==> src/rtl/dram_refresh_seq.sv <==
module dram_refresh_seq #(
  parameter int CLK_MHZ     = 250,
  parameter int PAUSE_US    = 200,
  parameter int INIT_CYCLES = 8,
  parameter int ROWS        = 2048,
  parameter int REF_NS      = 15600,
  parameter int T_RAS_NS    = 60,
  parameter int T_RP_NS     = 40,
  parameter int T_CSR_NS    = 5,
  parameter int T_CHR_NS    = 10,
  parameter int PEND_MAX    = 8,
  parameter int STROBES     = 4,
  localparam int ROW_W      = $clog2(ROWS)
) (
  input  logic               clk,
  input  logic               rst_n,
  input  logic               mode_ras_only,
  input  logic               grant,
  output logic               req,
  output logic               init_done,
  output logic [STROBES-1:0] ras_n,
  output logic [STROBES-1:0] cas_n,
  output logic               we_n,
  output logic [ROW_W-1:0]   addr
);
  localparam int PAUSE_CYC = PAUSE_US * CLK_MHZ;
  localparam int CSR_CYC   = (T_CSR_NS * CLK_MHZ + 999) / 1000;
  localparam int SETUP_CYC = (CSR_CYC < 1) ? 1 : CSR_CYC;
  localparam int RASL_CYC  = (T_RAS_NS * CLK_MHZ + 999) / 1000;
  localparam int CHR_CYC   = (T_CHR_NS * CLK_MHZ + 999) / 1000;
  localparam int RAS_CYC   = (RASL_CYC > CHR_CYC) ? RASL_CYC : CHR_CYC;
  localparam int RP_CYC    = (T_RP_NS * CLK_MHZ + 999) / 1000;
  localparam int REF_CYC   = REF_NS * CLK_MHZ / 1000;
  localparam int TMR_W     = $clog2(PAUSE_CYC + RAS_CYC + RP_CYC + 2);
  localparam int IVL_W     = $clog2(REF_CYC + 1);
  localparam int PEND_W    = $clog2(PEND_MAX + 1);
  localparam int INIT_W    = $clog2(INIT_CYCLES + 1);

  typedef enum logic [2:0] {ST_PAUSE, ST_IDLE, ST_SETUP, ST_ACTIVE, ST_PRE} state_t;

  state_t            st;
  logic [TMR_W-1:0]  tmr;
  logic [IVL_W-1:0]  ivl;
  logic [PEND_W-1:0] pend;
  logic [INIT_W-1:0] init_cnt;
  logic [ROW_W-1:0]  row;
  logic              cbr;

  wire tmr_zero = (tmr == '0);
  wire cyc_end  = (st == ST_PRE) && tmr_zero;
  wire ivl_tick = init_done && (ivl == IVL_W'(REF_CYC - 1));
  wire want     = init_done ? ((pend != '0) && grant)
                            : (init_cnt != INIT_W'(INIT_CYCLES - 1));
  wire go       = ((st == ST_PAUSE) && tmr_zero) ||
                  (((st == ST_IDLE) || cyc_end) && want);
  wire take     = go && init_done;

  always_ff @(posedge clk or negedge rst_n) begin
    if (!rst_n) begin
      st        <= ST_PAUSE;
      tmr       <= TMR_W'(PAUSE_CYC - 1);
      ivl       <= '0;
      pend      <= '0;
      init_cnt  <= '0;
      init_done <= 1'b0;
      row       <= '0;
      cbr       <= 1'b1;
    end else begin
      if (go) begin
        st  <= ST_SETUP;
        tmr <= TMR_W'(SETUP_CYC - 1);
        cbr <= ~mode_ras_only;
      end else begin
        case (st)
          ST_PAUSE: tmr <= tmr - TMR_W'(1);
          ST_SETUP:
            if (tmr_zero) begin
              st  <= ST_ACTIVE;
              tmr <= TMR_W'(RAS_CYC - 1);
            end else tmr <= tmr - TMR_W'(1);
          ST_ACTIVE:
            if (tmr_zero) begin
              st  <= ST_PRE;
              tmr <= TMR_W'(RP_CYC - 1);
            end else tmr <= tmr - TMR_W'(1);
          ST_PRE:
            if (tmr_zero) st <= ST_IDLE;
            else tmr <= tmr - TMR_W'(1);
          default: ;
        endcase
      end

      if (cyc_end) begin
        row <= (row == ROW_W'(ROWS - 1)) ? '0 : row + ROW_W'(1);
        if (!init_done) begin
          init_cnt <= init_cnt + INIT_W'(1);
          if (init_cnt == INIT_W'(INIT_CYCLES - 1)) init_done <= 1'b1;
        end
      end

      if (!init_done || ivl_tick) ivl <= '0;
      else                        ivl <= ivl + IVL_W'(1);

      case ({ivl_tick, take})
        2'b10: if (pend != PEND_W'(PEND_MAX)) pend <= pend + PEND_W'(1);
        2'b01: pend <= pend - PEND_W'(1);
        default: ;
      endcase
    end
  end

  assign ras_n = {STROBES{st != ST_ACTIVE}};
  assign cas_n = {STROBES{~(cbr && ((st == ST_SETUP) || (st == ST_ACTIVE)))}};
  assign we_n  = 1'b1;
  assign addr  = row;
  assign req   = init_done && ((pend != '0) || (st != ST_IDLE));
endmodule

==> config.mk <==
export PLATFORM = sky130hd
export DESIGN_NAME = dram_refresh_seq
export DESIGN_NICKNAME = d
export VERILOG_FILES = /design/src/rtl/dram_refresh_seq.sv
export SDC_FILE = /design/constraint.sdc
export NUM_CORES = 1
export LEC_CHECK = 0
export BUFFER_PORTS_ARGS = -buffer_cell sky130_fd_sc_hd__buf_2
export CELL_PAD_IN_SITES_DETAIL_PLACEMENT = 0
export CELL_PAD_IN_SITES_GLOBAL_PLACEMENT = 1
export CORE_MARGIN = 5
export CORE_UTILIZATION = 41
export CTS_CLUSTER_DIAMETER = 150
export DETAILED_ROUTE_END_ITERATION = 6
export PLACE_DENSITY = 0.74
export SLEW_MARGIN = 10
export SYNTH_ARGS = -nofsm -noshare
export SYNTH_HDL_FRONTEND = slang
export SYNTH_SLANG_ARGS = --single-unit
==> constraint.sdc <==
create_clock -name clk -period 4 [get_ports clk]
set_clock_uncertainty 0.2 [all_clocks]
set_input_delay 1 -clock clk [delete_from_list [all_inputs] [get_ports clk]]
set_output_delay 1 -clock clk [all_outputs]
set_load 0.01 [all_outputs]
==> run metrics, run 1 <==
Total GRT Usage 14.11%; setup repair after global routing missed its margin false; number of optimization iterations in the first detailed-route pass 4; DRC 0; maximum fanout encountered on the critical timing path 14; Hold WS 0.2887 ns; Crit Path Category flip-flop to flip-flop; compound-cell area share of the yosys netlist 13.48%; worst hold stages 1; flip-flop cell with the highest count after synthesis dfrtp_1; net count after synthesis 342; Post-CTS Hold Buffers 0; cell count after synthesis 331; Power Dens Cells 252.1 nW/um^2; largest net degree at the start of global routing 29; period utilization 91.16%; leading cell types by total area after synthesis dfrtp_1, dfstp_2, xor2_1; number of diodes 0; arithmetic-cell share of the synthesized area counting full adders, half adders and majority gates 2.994%; number of nets in the layout 359; main combinational cell family by area after synthesis simple AND/OR/NAND/NOR gates; post-CTS sizing 0; reported leakage power 1.627 nW; post-synth top area share 33.10%; height of the die 98.01 um; cell area after placement 3327 um^2; most frequent cells in the layout nor2_1, dfrtp_1, nand2_1, buf_2, xor2_1; reg2reg setup slack 0.35 ns; cell type with the highest aggregate area in the netlist dfrtp_1; Netlist Area Pre-Place 3176 um^2; relative slew slack 45.88%; status finished, final reports clean; endpoint class of the critical path flip-flop; Finished Layout Cells 451; maximum number of buffers from clock root to sink 2; Die W 98.01 um; proportion of synthesized chip area in sequential cells 41.37%; area added between synthesis and finish 7.723%; multiplexer share of the synthesized area 1.931%; transition time at the pin with the least slew margin 0.8081 ns; DRT antenna net count 0; starting density of the core 41.52%; CTS HTree Levels 2; number of max-slew violations in the final report 0; first-pass GRT wire length 11350 um; Final Critical Period 3.646 ns; root buffer cell clkbuf_8; worst path required time 4.02 ns; Critical R2R Launch pend[0]; clock tree from TritonCTS built; wire length reported by the detailed router 6492 um; count of maximum capacitance violations 0; Yosys warning total 0; routed wire length on met2 3020 um; buffers inserted during post-CTS setup optimization 0; final setup TNS 0 ns; Post-Synth XOR/XNOR Area 8.826%; number of placed instances, taps included 443; Initial DRC Count 123; initial antenna violation count 0; total vias in the final route 2408; area of the placeable core 7647 um^2; R2R Path End pend[3]; Inserted Clock Buffers 5; signal arrival time at the worst endpoint 3.67 ns; mean instance size in the synthesized netlist 9.594 um^2; buffers added on ports 24; worst reg2reg path depth 13; simple-gate share of the synthesized area 26.12%; number of distinct library cells after synthesis 65; uppermost routed layer met4; vias per inst 5.339; proportion of register bits with asynchronous set or reset after synthesis 100.0%; number of global-route vias before repair 2352; Routed wire per std cell 14.39 um; routed wl met3 248 um; upper clock frequency limit 274.3 MHz; design area 3421 um^2; sink count of the clock tree 52; number of setup violations in the final report 0; number of synthesized register bits 52; post-route met1 wirelength 3140 um; die footprint 9605 um^2; type of element launching the critical path flip-flop; global placement routability congestion 0.7836; count of final hold-check violations 0; number of standard-cell rows in the floorplan 32; overflow left after global routing 0; Peak supply drop 141.3 uV; hold worst-path end init_cnt[3]; clock slew at the register clock pins of the worst setup and hold paths 0.10 ns; number of flops mapped to enable cells by yosys 0; Post-DP HPWL 4689 um; type of the worst min-delay path flip-flop to flip-flop; clock insertion delay at the later pin of the skew report 0.31 ns; number of top-level pins 26; fraction of layout cells with a size suffix above 1 19.48%; final total power 0.0008625 W; startpoint of the lowest-slack hold path init_cnt[3]
[metal layers]
layer | vias to the layer above | track usage, %
met4 | 0 | 3.834
li1 | 1206 | -
met3 | 11 | 3.357
met1 | 1154 | 19.16
met2 | 37 | 22.62
met5 | - | 0
[metrics by stage]
step	util [%]	setup slack, ns
6_report	44.73	0.3538
5_1_grt	44.73	0.06771
4_1_cts	44.73	0.3543
3_5_place_dp	43.50	0.08407
3_3_place_gp	43.50	0.1801
2_1_floorplan	-	0.5679
[layout make-up]
type / instances / area [um^2]
flip-flops and latches: 52 / 1314
fillers: 764 / 4227
repair buffers: 27 / 142.6
clock inverters: 3 / 25.02
clock buffers: 5 / 68.82
well taps: 102 / 127.6
inverters: 12 / 45.04
multi-input cells: 250 / 1698
[flip-flops by register name, indices dropped and copies added, names as in the netlist]
| name | count |
|---|---|
| init_cnt | 4 |
| tmr | 16 |
| pend | 4 |
| ivl | 12 |
| st | 3 |
| init_done | 1 |
| cbr | 1 |
| addr | 11 |
[power breakdown]
| group | internal [W] | switching, W | leakage (nW) |
|---|---|---|---|
| combinational | 0.00000328 | 0.0000134 | 0.919 |
| sequential | 0.000527 | 0.000000219 | 0.662 |
| clock | 0.000128 | 0.000191 | 0.0452 |
| total | 0.000658 | 0.000204 | 1.63 |
[kinds of logic (layout without fill, tap and decap cells)]
logic type               count (synthesis)  after routing
adder cells (fa/ha/maj)                  7              7
flip-flops                              52             52
other                                    1              1
XOR/XNOR                                32             32
multiplexers                             5              5
AND/OR/NAND/NOR                        145            145
buffers and inverters                   29             47
AO/OA/AOI/OAI                           60             60
[critical path, cell delays in order, from the launching register on]
cell,delay (ns)
dfrtp_1,0.46
nor4_2,0.44
a2bb2oi_2,0.60
o32ai_2,0.25
nor2_4,0.18
or2_2,0.16
inv_1,0.06
ha_1,0.28
a21o_1,0.18
a21oi_1,0.26
a21oi_1,0.11
o21ai_0,0.08
o41ai_1,0.09
a211oi_1,0.21
[worst max path at each step]
stage,startpoint,end,slack [ns],cells past startpoint
2_1_floorplan,grant,pend[3],0.57,13
3_3_place_gp,grant,pend[3],0.18,14
3_5_place_dp,grant,pend[3],0.08,14
4_1_cts,tmr[0],pend[3],0.35,15
5_1_grt,pend[0],pend[3],0.07,13
6_report,pend[0],pend[3],0.35,13
[cell usage after synthesis, types with 6 or more instances]
library cell and number:
nand2_1 28, o2111ai_1 7, buf_4 8, dfrtp_1 42
nand4_1 6, xor2_1 20, and3_1 8, xnor2_1 12
inv_1 12, o21ai_0 14, a21oi_1 10, nand3_1 10
ha_1 6, nor3_1 13, dfstp_2 10, nor2_1 42
Note: power is estimated with default switching activity, not from simulation.
==> run 2: changes to the inputs <==
Settings changed: GPL_TIMING_DRIVEN from default to 0.
Clock period 4 ns to 4.6 ns, I/O delays scaled along.
==> run 2 against run 1 <==
  * Sequential share of layout area is 1.1 points lower
  * Cell area rose by 2.9%
  * Sequential cell count unchanged
  * Critical path depth up 2
  * Clock power is 11% lower
  * First-iteration DRC count is 25% higher
  * Combinational power is essentially flat
  * Critical endpoint unchanged
  * Largest cell class unchanged
==> run metrics, run 2 (same netlist as run 1, synthesis figures left out) <==
area of the placeable core 7647 um^2 (unchanged); die footprint 9605 um^2 (unchanged); Peak supply drop 162.2 uV (+15%); buffers inserted during post-CTS setup optimization 0 (unchanged); CTS HTree Levels 2 (unchanged); number of top-level pins 26 (unchanged); maximum fanout encountered on the critical timing path 7 (-7); DRT antenna net count 0 (unchanged); global placement routability congestion 0.8125 (+3.7%); Total GRT Usage 14.58% (+0.46 points); number of standard-cell rows in the floorplan 32 (unchanged); flip-flop count of the largest register, all copies and words added 16 (unchanged); area added between synthesis and finish 10.84%; R2R Path End pend[3]; period utilization 80.22% (-11 points); Crit-path slowest cell nor4b_4; global routing's busiest layer met2; Routed wire per std cell 14.20 um (-1.4%); Post-DP HPWL 4813 um (+2.6%); number of nets in the layout 373 (+3.9%); upper clock frequency limit 271.0 MHz (-1.2%); total vias in the final route 2439 (+1.3%); Crit Path Category flip-flop to flip-flop; type of element launching the critical path flip-flop; share of the core filled with cells in the final layout 46.02% (+1.3 points); sink count of the clock tree 52 (unchanged); vias per inst 5.245 (-1.8%); Setup WS pre-CTS 0.6140 ns (+0.5300 ns); starting density of the core 41.52% (unchanged); endpoint class of the critical path flip-flop; startpoint of the lowest-slack hold path init_cnt[3]; clock insertion delay at the later pin of the skew report 0.31 ns (about the same); relative slew slack 49.16% (+3.3 points); post-route setup slack 0.9099 ns (+0.5562 ns); Post-CTS Hold Buffers 0 (unchanged); final setup TNS 0 ns (unchanged); clock tree from TritonCTS built; number of global-route vias before repair 2435 (+3.5%); height of the die 98.01 um (unchanged); number of optimization iterations in the first detailed-route pass 4 (unchanged); critical path launch point tmr[0]; signal arrival time at the worst endpoint 3.72 ns (+0.05 ns); number of diodes 0 (unchanged); Die W 98.01 um (unchanged); Inserted Clock Buffers 5 (unchanged); DRC 0 (unchanged); Power Dens Cells 215.4 nW/um^2 (-15%); GR met1 Demand/Resource 20.38% (+1.2 points); reg2reg setup slack 0.91 ns (+0.56 ns); status finished, final reports clean; initial antenna violation count 0 (unchanged); Critical R2R Launch tmr[0]; count of final hold-check violations 0 (unchanged); overflow left after global routing 0 (unchanged); Hold WS 0.2864 ns (-0.002222 ns); worst reg2reg path depth 15 (+2); type of the worst min-delay path flip-flop to flip-flop; fraction of layout cells with a size suffix above 1 21.49% (+2.0 points); max incr delay on CP 0.46 ns (-0.14 ns); CP cell instances inv_1 -> ha_1 -> nor3b_4 -> nand3_4 -> nor4b_4 -> nor2_4 -> or2_2 -> inv_1 -> ha_1 -> a21o_1 -> a21oi_1 -> a21oi_1 -> o21ai_0 -> o41ai_1 -> a211oi_1; Initial DRC Count 154 (+25%); setup repair after global routing missed its margin false; root buffer cell clkbuf_8; number of max-slew violations in the final report 0 (unchanged); transition time at the pin with the least slew margin 0.7590 ns (-0.04907 ns); worst hold stages 1 (unchanged); worst path required time 4.63 ns (+0.61 ns); Final Critical Period 3.690 ns (+0.04383 ns); count of maximum capacitance violations 0 (unchanged); clock slew at the register clock pins of the worst setup and hold paths 0.10 ns (about the same); number of placed instances, taps included 457 (+3.2%); Finished Layout Cells 465 (+3.1%); wire length reported by the detailed router 6602 um (+1.7%); maximum number of buffers from clock root to sink 2 (unchanged); hold worst-path end init_cnt[3]; met2 demand-to-capacity share in global routing 22.72% (+0.10 points); number of setup violations in the final report 0 (unchanged); register with the most flip-flops tmr; first-pass GRT wire length 11830 um (+4.3%); buffers added on ports 24 (unchanged); GR Util met3 3.357% (unchanged); most frequent cells in the layout nor2_1, dfrtp_1, nand2_1, buf_2, xor2_1; reported leakage power 1.683 nW (+3.5%); post-CTS sizing 0 (unchanged); largest net degree at the start of global routing 53 (+83%)
[run 2: worst max-delay path by stage]
| stage | end | slack, ns | cells after the start |
|---|---|---|---|
| 5_1_grt | pend[3] | 0.55 | 15 |
| 3_3_place_gp | pend[3] | 0.63 | 13 |
| 3_5_place_dp | pend[3] | 0.61 | 14 |
| 6_report | pend[3] | 0.91 | 15 |
| 2_1_floorplan | pend[3] | 1.02 | 13 |
| 4_1_cts | pend[3] | 0.91 | 15 |
[run 2: layer usage]
layer,part of all wire (%),routed length [um]
met4,1.2,80
met2,46,3056
met5,0,0
met3,3.0,197
met1,49,3267
[run 2: worst max-delay path, delay by kind of cell (launching register included)]
family / cells / cell delay [ns]
fa+ha+maj: 2 / 0.44
flops: 1 / 0.40
simple gates: 5 / 1.47
buf+inv: 2 / 0.16
compound gates: 6 / 0.92
[run 2: final cells by class]
cell class | count | area (um^2)
fill | 771 | 4128
multi-input combinational | 250 | 1698
sequential | 52 | 1314
tap | 102 | 127.6
timing repair buffer | 24 | 122.6
buffer | 17 | 118.9
clock buffer | 5 | 68.82
inverter | 12 | 45.04
clock inverter | 3 | 25.02
[run 2: metrics by stage]
step / total power, W / cell area, um^2
floorplan: 0.0004715 / 3176
global placement: 0.0004839 / 3423
detailed placement: 0.0004841 / 3423
CTS: 0.0007697 / 3517
global route: 0.0007910 / 3520
finish: 0.0007582 / 3520
[run 2: power by group]
part	internal [W]	switching [W]
Clock	0.000111	0.000172
Sequential	0.000458	0.000000195
Combinational	0.00000463	0.0000118
Total	0.000574	0.000184
==> run 3: changes to the inputs <==
Settings changed: PLACE_DENSITY 0.74 to 0.77.
Clock period 4.6 ns to 3.34 ns, I/O delays scaled along.
==> run 3 against run 2 <==
  * Cell area rose by 3.5%
  * Setup slack got worse by 0.70 ns
  * Sequential share of layout area fell by 1.3 points
  * Worst hold slack barely moved
  * Cell count rose by 1.3%
  * First-iteration DRC count fell by 19%
  * Power rose by 38%
  * Sequential power rose by 38%
  * Via count rose by 2.5%
  * Maximum frequency rose by 18%
  * Global-route usage rose by 0.37 points
  * Critical path type unchanged
==> run metrics, run 3 (same netlist as run 1, synthesis figures left out) <==
flip-flop count of the largest register, all copies and words added 16 (unchanged); relative slew slack 47.37% (-1.8 points); number of setup violations in the final report 0 (unchanged); vias per inst 5.308 (+1.2%); buffers and inverters on the worst path 2 (unchanged); CP cell instances inv_2 -> ha_4 -> nor3b_4 -> nand3_4 -> nor4b_4 -> nor2_4 -> or2_4 -> inv_1 -> ha_1 -> a21o_1 -> a21oi_4 -> a21oi_2 -> o21ai_1 -> o41ai_2 -> a211oi_1; register with the most flip-flops tmr; endpoint class of the critical path flip-flop; upper clock frequency limit 319.8 MHz (+18%); status finished, final reports clean; global placement routability congestion 0.7828 (-3.7%); Routed wire per std cell 14.54 um (+2.4%); worst path required time 3.38 ns (-1.25 ns); clock insertion delay at the later pin of the skew report 0.32 ns (about the same); transition time at the pin with the least slew margin 0.7857 ns (+0.02672 ns); Post-CTS Hold Buffers 0 (unchanged); count of maximum capacitance violations 0 (unchanged); clock tree from TritonCTS built; Power Dens Cells 286.3 nW/um^2 (+33%); max incr delay on CP 0.41 ns (-0.05 ns); height of the die 98.01 um (unchanged); initial antenna violation count 0 (unchanged); number of standard-cell rows in the floorplan 32 (unchanged); area of the placeable core 7647 um^2 (unchanged); maximum number of buffers from clock root to sink 2 (unchanged); Final Critical Period 3.127 ns (-0.5633 ns); clock slew at the register clock pins of the worst setup and hold paths 0.11 ns (about the same); number of placed instances, taps included 457 (unchanged); total area of multi-input combinational cells 1775 um^2 (+4.6%); fillcell total 735 (-4.7%); sink count of the clock tree 52 (unchanged); Initial DRC Count 124 (-19%); area added between synthesis and finish 14.70%; fraction of layout cells with a size suffix above 1 24.66% (+3.2 points); starting density of the core 41.52% (unchanged); number of optimization iterations in the first detailed-route pass 4 (unchanged); Crit Path Category flip-flop to flip-flop; signal arrival time at the worst endpoint 3.16 ns (-0.56 ns); CTS HTree Levels 2 (unchanged); Die W 98.01 um (unchanged); period utilization 93.62% (+13 points); number of global-route vias before repair 2456 (+0.86%); Total GRT Usage 14.95% (+0.37 points); Post-DP HPWL 4774 um (-0.81%); register area 1314 um^2 (unchanged); most frequent cells in the layout nor2_1, dfrtp_1, nand2_1, buf_2, xor2_1; largest net degree at the start of global routing 53 (unchanged); maximum fanout encountered on the critical timing path 5 (-2); buffers added on ports 24 (unchanged); Crit-path slowest cell nor4b_4; number of diodes 0 (unchanged); overflow left after global routing 0 (unchanged); type of the worst min-delay path flip-flop to flip-flop; number of nets in the layout 379 (+1.6%); DRT antenna net count 0 (unchanged); Inserted Clock Buffers 5 (unchanged); first-pass GRT wire length 11940 um (+0.93%); Finished Layout Cells 471 (+1.3%); number of top-level pins 26 (unchanged); count of final hold-check violations 0 (unchanged); die footprint 9605 um^2 (unchanged); Hold WS 0.2864 ns (-0.00003000 ns); number of max-slew violations in the final report 0 (unchanged); Peak supply drop 171.1 uV (+5.5%); reported leakage power 1.725 nW (+2.5%); family of cells with the greatest summed delay on the critical path simple AND/OR/NAND/NOR gates; DRC 0 (unchanged); wire length reported by the detailed router 6846 um (+3.7%); root buffer cell clkbuf_8; type of element launching the critical path flip-flop; total vias in the final route 2500 (+2.5%)
run 3: changes by cell type in the layout (fill, tap and decap cells not counted), moves of 2 or more:
| cell | delta |
|---|---|
| inv_2 | +2 |
| inv_1 | -2 |
| a21oi_1 | -2 |
| buf_4 | +6 |
run 3: layout make-up:
| type | instances | area share, % |
|---|---|---|
| Buffer | 17 | 3.263 |
| Clock buffer | 5 | 1.889 |
| Inverter | 12 | 1.237 |
| Multi-Input combinational cell | 250 | 48.75 |
| Clock inverter | 3 | 0.6870 |
| Sequential cell | 52 | 36.07 |
| Timing Repair Buffer | 30 | 4.603 |
| Tap cell | 102 | 3.504 |
run 3: worst reg2reg max path: stages (launching register included):
cell and delay [ns]:
dfstp_2 0.40, inv_2 0.07, ha_4 0.15, nor3b_4 0.25
nand3_4 0.12, nor4b_4 0.41, nor2_4 0.08, or2_4 0.27
inv_1 0.08, ha_1 0.23, a21o_1 0.21, a21oi_4 0.16
a21oi_2 0.07, o21ai_1 0.10, o41ai_2 0.09, a211oi_1 0.16
run 3: where the power goes:
| part | leakage, nW | switching (W) | internal, W | total (W) |
|---|---|---|---|---|
| sequential | 0.662 | 0.000000266 | 0.000631 | 0.000631 |
| clock | 0.0452 | 0.000236 | 0.000153 | 0.000389 |
| combinational | 1.02 | 0.0000163 | 0.00000637 | 0.0000226 |
| total | 1.72 | 0.000252 | 0.000791 | 0.00104 |
run 3: metrics by stage:
step	power (W)	utilization (%)	setup slack [ns]	area [um^2]	setup TNS (ns)
2_1_floorplan	0.0006494	-	0.07295	3176	0
3_3_place_gp	0.0006666	44.76	-0.3262	3423	-0.3262
3_5_place_dp	0.0006666	44.76	-0.3609	3423	-0.3609
4_1_cts	0.001058	46.53	0.01441	3558	0
5_1_grt	0.001086	47.63	-0.008642	3642	-0.008642
6_report	0.001043	47.63	0.2132	3642	0
run 3: final timing paths:
| kind | depth (start not counted) | slack (ns) | start | end |
|---|---|---|---|---|
| max in group asynchronous | 1 | 2.14 | rst_n | tmr[5] |
| min in group asynchronous | 1 | 0.34 | rst_n | pend[1] |
| setup reg to reg | 15 | 0.21 | tmr[1] | pend[3] |
| hold reg to reg | 1 | 0.29 | addr[6] | addr[6] |
| hold / removal | 1 | 0.29 | addr[6] | addr[6] |
| setup / recovery | 15 | 0.21 | tmr[1] | pend[3] |
run 3: what timing repair did:
| action | in CTS | in global routing |
|---|---|---|
| resized for setup | 4 | 11 |
| setup endpoints to repair | 1 | 1 |
| pin swaps | 2 | 7 |
| setup buffers | 3 | 3 |
run 3: layer usage:
metal  track usage [%]  vias up  share of wire (%)
met1             20.68     1211                 47
li1                  -     1244                  -
met2             24.35       38                 49
met3             2.786        7                3.3
met4             3.514        0                1.0
met5                 0        -                  0
